===== config.mk =====
export PLATFORM = sky130hd
export DESIGN_NAME = ec_mailbox
export DESIGN_NICKNAME = d
export VERILOG_FILES = /design/src/rtl/ec_mailbox.sv
export SDC_FILE = /design/constraint.sdc
export NUM_CORES = 1
export LEC_CHECK = 0
export BUFFER_PORTS_ARGS = -buffer_cell sky130_fd_sc_hd__buf_2
export CAP_MARGIN = 20
export CORE_UTILIZATION = 45
export DETAILED_ROUTE_END_ITERATION = 16
export PLACE_DENSITY = 0.74
export SKIP_LAST_GASP = 1
export SLEW_MARGIN = 10
export SYNTH_ARGS = -nofsm -noshare
export SYNTH_HDL_FRONTEND = slang
export SYNTH_SLANG_ARGS = --single-unit

===== constraint.sdc =====
create_clock -name clk -period 2.25 [get_ports clk]
set_input_delay 0.1125 -clock clk [delete_from_list [all_inputs] [get_ports clk]]
set_output_delay 0.1125 -clock clk [all_outputs]
set_load 0.02 [all_outputs]

===== src/rtl/ec_mailbox.sv =====
module ec_mailbox #(
  parameter int ADDR_W  = 4,
  parameter int NUM_EVT = 8
) (
  input  logic               clk,
  input  logic               rst_n,
  input  logic               host_cmd_wr,
  input  logic               host_data_wr,
  input  logic [7:0]         host_wdata,
  input  logic               host_data_rd,
  input  logic [NUM_EVT-1:0] event_set,
  output logic [7:0]         host_rdata,
  output logic [7:0]         host_status,
  output logic               sci
);
  localparam int DEPTH = 1 << ADDR_W;
  localparam logic [7:0] OP_RD = 8'h80, OP_WR = 8'h81, OP_BE = 8'h82,
                         OP_BD = 8'h83, OP_QR = 8'h84, BURST_ACK = 8'h90;

  typedef enum logic [1:0] {PH_IDLE, PH_RD_ADDR, PH_WR_ADDR, PH_WR_DATA} phase_t;

  phase_t              phase_q, nx_phase;
  logic                ibf_q, obf_q, cmd_q, burst_q, sci_q;
  logic [7:0]          byte_q, dout_q;
  logic [ADDR_W-1:0]   addr_q, nx_addr;
  logic [NUM_EVT-1:0]  pend_q, pend_d, evt_clr;
  logic [7:0]          mem [DEPTH];
  logic [7:0]          evt_num, ret_byte;
  logic                byte_sci, ret_val, wr_mem, burst_on, burst_off, qry, evt_rise;

  always_comb begin
    evt_num = '0;
    evt_clr = '0;
    for (int i = NUM_EVT - 1; i >= 0; i--)
      if (pend_q[i]) begin
        evt_num = 8'(i + 1);
        evt_clr = '0;
        evt_clr[i] = 1'b1;
      end
  end

  always_comb begin
    nx_phase  = phase_q;
    nx_addr   = addr_q;
    byte_sci  = 1'b0;
    ret_val   = 1'b0;
    ret_byte  = '0;
    wr_mem    = 1'b0;
    burst_on  = 1'b0;
    burst_off = 1'b0;
    qry       = 1'b0;
    if (ibf_q) begin
      if (cmd_q) begin
        nx_phase = PH_IDLE;
        case (byte_q)
          OP_RD: begin byte_sci = 1'b1; nx_phase = PH_RD_ADDR; end
          OP_WR: begin byte_sci = 1'b1; nx_phase = PH_WR_ADDR; end
          OP_BE: begin ret_val = 1'b1; ret_byte = BURST_ACK; burst_on = 1'b1; end
          OP_BD: begin byte_sci = 1'b1; burst_off = 1'b1; end
          OP_QR: begin ret_val = 1'b1; ret_byte = evt_num; qry = 1'b1; end
          default: ;
        endcase
      end else begin
        case (phase_q)
          PH_RD_ADDR: begin
            ret_val  = 1'b1;
            ret_byte = mem[byte_q[ADDR_W-1:0]];
            nx_phase = PH_IDLE;
          end
          PH_WR_ADDR: begin
            byte_sci = 1'b1;
            nx_addr  = byte_q[ADDR_W-1:0];
            nx_phase = PH_WR_DATA;
          end
          PH_WR_DATA: begin
            byte_sci = 1'b1;
            wr_mem   = 1'b1;
            nx_phase = PH_IDLE;
          end
          default: ;
        endcase
      end
    end
  end

  assign pend_d   = (pend_q & ~(qry ? evt_clr : '0)) | event_set;
  assign evt_rise = (pend_q == '0) && (pend_d != '0);

  always_ff @(posedge clk) begin
    if (!rst_n) begin
      phase_q <= PH_IDLE;
      addr_q  <= '0;
      ibf_q   <= 1'b0;
      obf_q   <= 1'b0;
      cmd_q   <= 1'b0;
      burst_q <= 1'b0;
      sci_q   <= 1'b0;
      byte_q  <= '0;
      dout_q  <= '0;
      pend_q  <= '0;
      for (int i = 0; i < DEPTH; i++) mem[i] <= '0;
    end else begin
      phase_q <= nx_phase;
      addr_q  <= nx_addr;
      pend_q  <= pend_d;
      sci_q   <= byte_sci | ret_val | evt_rise;
      if (ibf_q) ibf_q <= 1'b0;
      else if (host_cmd_wr || host_data_wr) begin
        ibf_q  <= 1'b1;
        byte_q <= host_wdata;
        cmd_q  <= host_cmd_wr;
      end
      if (ret_val) begin
        obf_q  <= 1'b1;
        dout_q <= ret_byte;
      end else if (host_data_rd) obf_q <= 1'b0;
      if (burst_on) burst_q <= 1'b1;
      else if (burst_off) burst_q <= 1'b0;
      if (wr_mem) mem[addr_q] <= byte_q;
    end
  end

  assign host_rdata  = dout_q;
  assign host_status = {2'b00, |pend_q, burst_q, cmd_q, 1'b0, ibf_q, obf_q};
  assign sci         = sci_q;

  AST_IBF_CONSUMED: assert property (@(posedge clk) disable iff (!rst_n)
    host_status[1] |=> !host_status[1]);
  AST_BUSY_DROP: assert property (@(posedge clk) disable iff (!rst_n)
    (host_status[1] && (host_cmd_wr || host_data_wr)) |=> (!host_status[1] && $stable(host_status[3])));
  AST_OBF_HOST_CLR: assert property (@(posedge clk) disable iff (!rst_n)
    $fell(host_status[0]) |-> $past(host_data_rd));
  AST_EVT_SCI: assert property (@(posedge clk) disable iff (!rst_n)
    $rose(host_status[5]) |-> sci);
  AST_SCI_SOURCE: assert property (@(posedge clk) disable iff (!rst_n)
    sci |-> ($fell(host_status[1]) || $rose(host_status[5])));
endmodule


# Yosys cells after proc, flatten, opt, wreduce, memory -nomap -nowiden
# Memories as Yosys holds them, arrays and structs flattened. A register that Yosys moved wholly into a read port is not among the register bits.
# Index checks and enable logic that the tools add are counted.
[classes]
bitwise = 8
muxes = 58
reduce_logical = 17
eq_ne = 8
[ops]
columns = ["cell", "n"]
rows = [
  ["two-way mux 8 bit", 20],
  ["equality test 8 bit, second input constant", 5],
  ["two-way mux 1 bit", 30],
  ["two-way mux 4 bit", 4],
  ["case mux 8 bit (2 select lines)", 1],
  ["OR reduction 8 bit", 2],
  ["AND 8 bit", 1],
  ["logical NOT 8 bit", 1],
  ["NOT 8 bit", 1],
  ["bitwise OR 8 bit", 1],
  ["case mux 2 bit (2 select lines)", 2],
  ["nonzero test 8 bit", 1],
  ["OR reduction 2 bit", 4],
  ["equality test 2 bit, second input constant", 2],
  ["AND reduction 2 bit", 2],
  ["nonzero test 2 bit", 2],
  ["NOT 1 bit", 3],
  ["AND reduction 3 bit", 1],
  ["nonzero test 3 bit", 1],
  ["OR reduction 3 bit", 1],
  ["equality test 2 x 1 -> 1 bit, second input constant", 1],
  ["two-way mux 2 bit", 1],
  ["bitwise OR 1 bit", 2],
  ["logical AND 1 bit", 1],
  ["logical OR 1 bit", 1],
]
[word_totals]
ff_bits = 35
out_inout_bits = 17
ramBits = 128
mem_count = 1
elab_cells = 102
in_bits = 21
[memory_table]
columns = ["name", "depth", "width", "read_ports", "rd_clocked_by_memory_dff", "write_ports", "line", "rtl"]
rows = [
  ["mem", 16, 8, 1, 1, 16, "27", "logic [7:0] mem [DEPTH];"],
]

# Depth between registers and ports, before layout
[depth]
ltp_word = 15
depth_mapped = 7
ltp_nobuf = 5

# Least setup slack after synthesis
# Ideal clock, no wire load.
[synth_timing]
path_kind = "register to register"
from = "register cmd_q"
to = "memory mem[12][0], enable pin"
t_required_ns = 1.866
arrival_time_ns = 2.045
path_stages_with_launch = 7
path_slack_ns = -0.179
period_less_slack_ns = 2.429
path_cell_list = "dfxtp_1 -> buf_2 -> nor2b_2 -> and4_1 -> or3b_1 -> buf_2 -> o21ai_0"
[synth_lines]
columns = ["element", "line", "rtl"]
rows = [
  ["start: declaration", "23", "logic ibf_q, obf_q, cmd_q, burst_q, sci_q;"],
  ["start signal: assignment", "111", "cmd_q <= host_cmd_wr;"],
  ["end: declaration", "27", ""],
]

==> qor.yml <==
avgRoutedWirePerCell_um: 20.14
grt_pass1_vias: 5125
synthFlopType: "edfxtp_1"
ys_seq_area_share_pct: 59.28
critPathMaxStageDelay_ps: 400
total_leakage_power_nw: 3.365
die_width_um: 133.7
timing.fmax_mhz: 469.4
maxCapViolCount: 0
yosysTopAreaCell: "edfxtp_1"
powerDensity_nw_per_um2: 770.8
grt_overflow_total: 0
core_um2: 16760
die_h_um: 133.7
pre_cts_slack_ps: 142.5
worstSetupStartpointType: "flip-flop"
crit_type: "flip-flop to flip-flop"
totalWireLength_um: 18290
tightest_slew_ps: 679.4
hold_ws_ps: 32.23
finalWeightedCongestion: 0.8394
synth_area_um2: 7801
setup_ws_ps: 119.7
instances_no_fill: 908
grt.busiest_layer: "met2"
drt_pass1_iterations: 5
hold_viol_final: 0
postSynthCellCount: 602
synth_most_common_cell: "edfxtp_1"
critPathSlowestCell: "or3b_1"
cp_top_family: "simple AND/OR/NAND/NOR gates"
drcViolationCount: 0
fin_nets: 696
syn_to_final_growth_pct: 18.46
h-tree-depth: 4
crit_chain: "nor2b_2 > and4_1 > or3b_1 > buf_4 > o21ai_0 > buf_4"
yosysTopAreaCellShare_pct: 49.27
cts_made_buffers: 17
dieArea_um2: 17870
cp-end-kind: "flip-flop"
diodes: 0
avgViaCountPerCell: 5.621
min_path_type: "input port to flip-flop"
worstPathArrival_ps: 2280
yosysWarningCount: 0
synth_cell_types: 62
status: "completed"
critPathRequiredTime_ps: 2400
tritoncts: "done"
rsz0062_at_grt: "false"
ir_worst_vdd_mv: 0.6167
grt_use_met1_pct: 29.34
yosys-top-cells-area: "edfxtp_1 49%, dfxtp_1 10%, mux4_2 9.8%"
worst-path-max-fanout: 10
start_util_pct: 46.55
antenna_left: 0
track_usage_pct: 22.24
cts_buffer_depth: 2
hpwl_um: 12500
port_buffers: 34
nFillCells: 1376
grt_pass1_wl_um: 28760
setup_viol: 0
cts.sinks: 167
clock_skew_ps: 7.448
syn_area_per_cell_um2: 12.96
p_total_mw: 7.123
synthTopCellsByCount: "128 x edfxtp_1, 115 x and2_1, 39 x dfxtp_1, 34 x mux4_2, 33 x clkbuf_1"
slew_violations: 0
rrSetupSlack_ps: 120
drive_gt1_share_pct: 24.71
period_minus_slack_ps: 2130
rows: 47
ys_ff_latch: 167
dp_cells: 860
use_met2_pct: 35.53
cts.root.buffer_cell: "clkbuf_16"
period_share_pct: 94.68
crit_path_frequent_cell: "buf_4"
met3_usage_pct: 5.137
crit_buf_inv: 2
grt_max_degree: 53
ys_async_sr_fraction_pct: 0
drtIter0Drc: 526
grt_antenna_before_repair: 2
clk_pin_slew_ps: 60
fin_setup_tns_ps: 0
slew_headroom_pct: 54.54
clkLatencyLatePin_ps: 440
synth-edff-count: 128
vias: 5104
io_pins: 38
==> logic make-up after synthesis <==
family | synth area share [%]
other cells | 0.04807
flops | 59.28
simple gates | 19.34
buf+inv | 3.175
compound gates | 6.111
mux | 12.04
==> registers in the layout, summed over array words and instances, names as in the netlist, named ones only <==
name,cells
addr_q,4
burst_q,1
byte_q,8
cmd_q,1
host_rdata,8
ibf_q,1
mem,128
obf_q,1
pend_q,8
phase_q,2
sci,1
==> per-stage QoR <==
stage | cell area (um^2) | utilization (%)
floorplan | 7809 | -
global placement | 8439 | 50.35
detailed placement | 8439 | 50.35
CTS | 9239 | 55.13
global route | 9241 | 55.14
finish | 9241 | 55.14
==> tightest hold or removal path, stage by stage <==
cell	delay, ps
buf_2	100
nand2_1	40
a21boi_0	140
==> what timing repair did <==
| action | CTS | global route |
|---|---|---|
| endpoints found under the setup margin | 0 | 1 |
| setup buffers | 0 | 0 |
| hold endpoints to repair | 19 | 0 |
| hold buffers | 16 | 0 |
| resized for setup | 0 | 1 |
==> per-layer routing <==
layer	share of wire [%]	vias up
met4	2.3	0
li1	-	2350
met2	49	184
met1	42	2539
met3	6.9	31
met5	0	-
==> report_power, final <==
group / leakage [nW] / switching [mW] / internal [mW] / total, mW
combinational: 1.41 / 0.349 / 0.267 / 0.616
sequential: 1.64 / 0.0656 / 3.42 / 3.49
clock: 0.316 / 1.19 / 1.83 / 3.02
total: 3.37 / 1.61 / 5.52 / 7.12
==> final timing paths <==
path,cells past startpoint,from,endpoint
worst min register to register,2,host_rdata[5],host_rdata[5]
worst min-delay path,3,host_wdata[2],flip-flop
worst max-delay path,6,phase_q[1],mem[8][3]
worst max register to register,6,phase_q[1],mem[8][3]
==> layout make-up <==
cell class | instances | area, um^2 | share of cell area, %
clock buffers | 26 | 594.3 | 6.431
clock inverters | 6 | 45.04 | 0.4874
inverters | 7 | 26.28 | 0.2843
multi-input cells | 383 | 2939 | 31.80
flip-flops and latches | 167 | 4626 | 50.05
well taps | 220 | 275.3 | 2.979
repair buffers | 99 | 735.7 | 7.961
==> cell usage in the layout (no fill, tap or decap), drive strengths merged, types with 14 or more instances in the layout <==
master / instances
nand2: 28
and2: 115
nor3: 22
mux4: 34
dlygate4sd3: 16
dfxtp: 39
a21oi: 15
o21ai: 19
mux2i: 14
buf: 83
edfxtp: 128
clkbuf: 26
nor2: 32
nor2b: 15
Note: power is estimated with default switching activity, not from simulation.
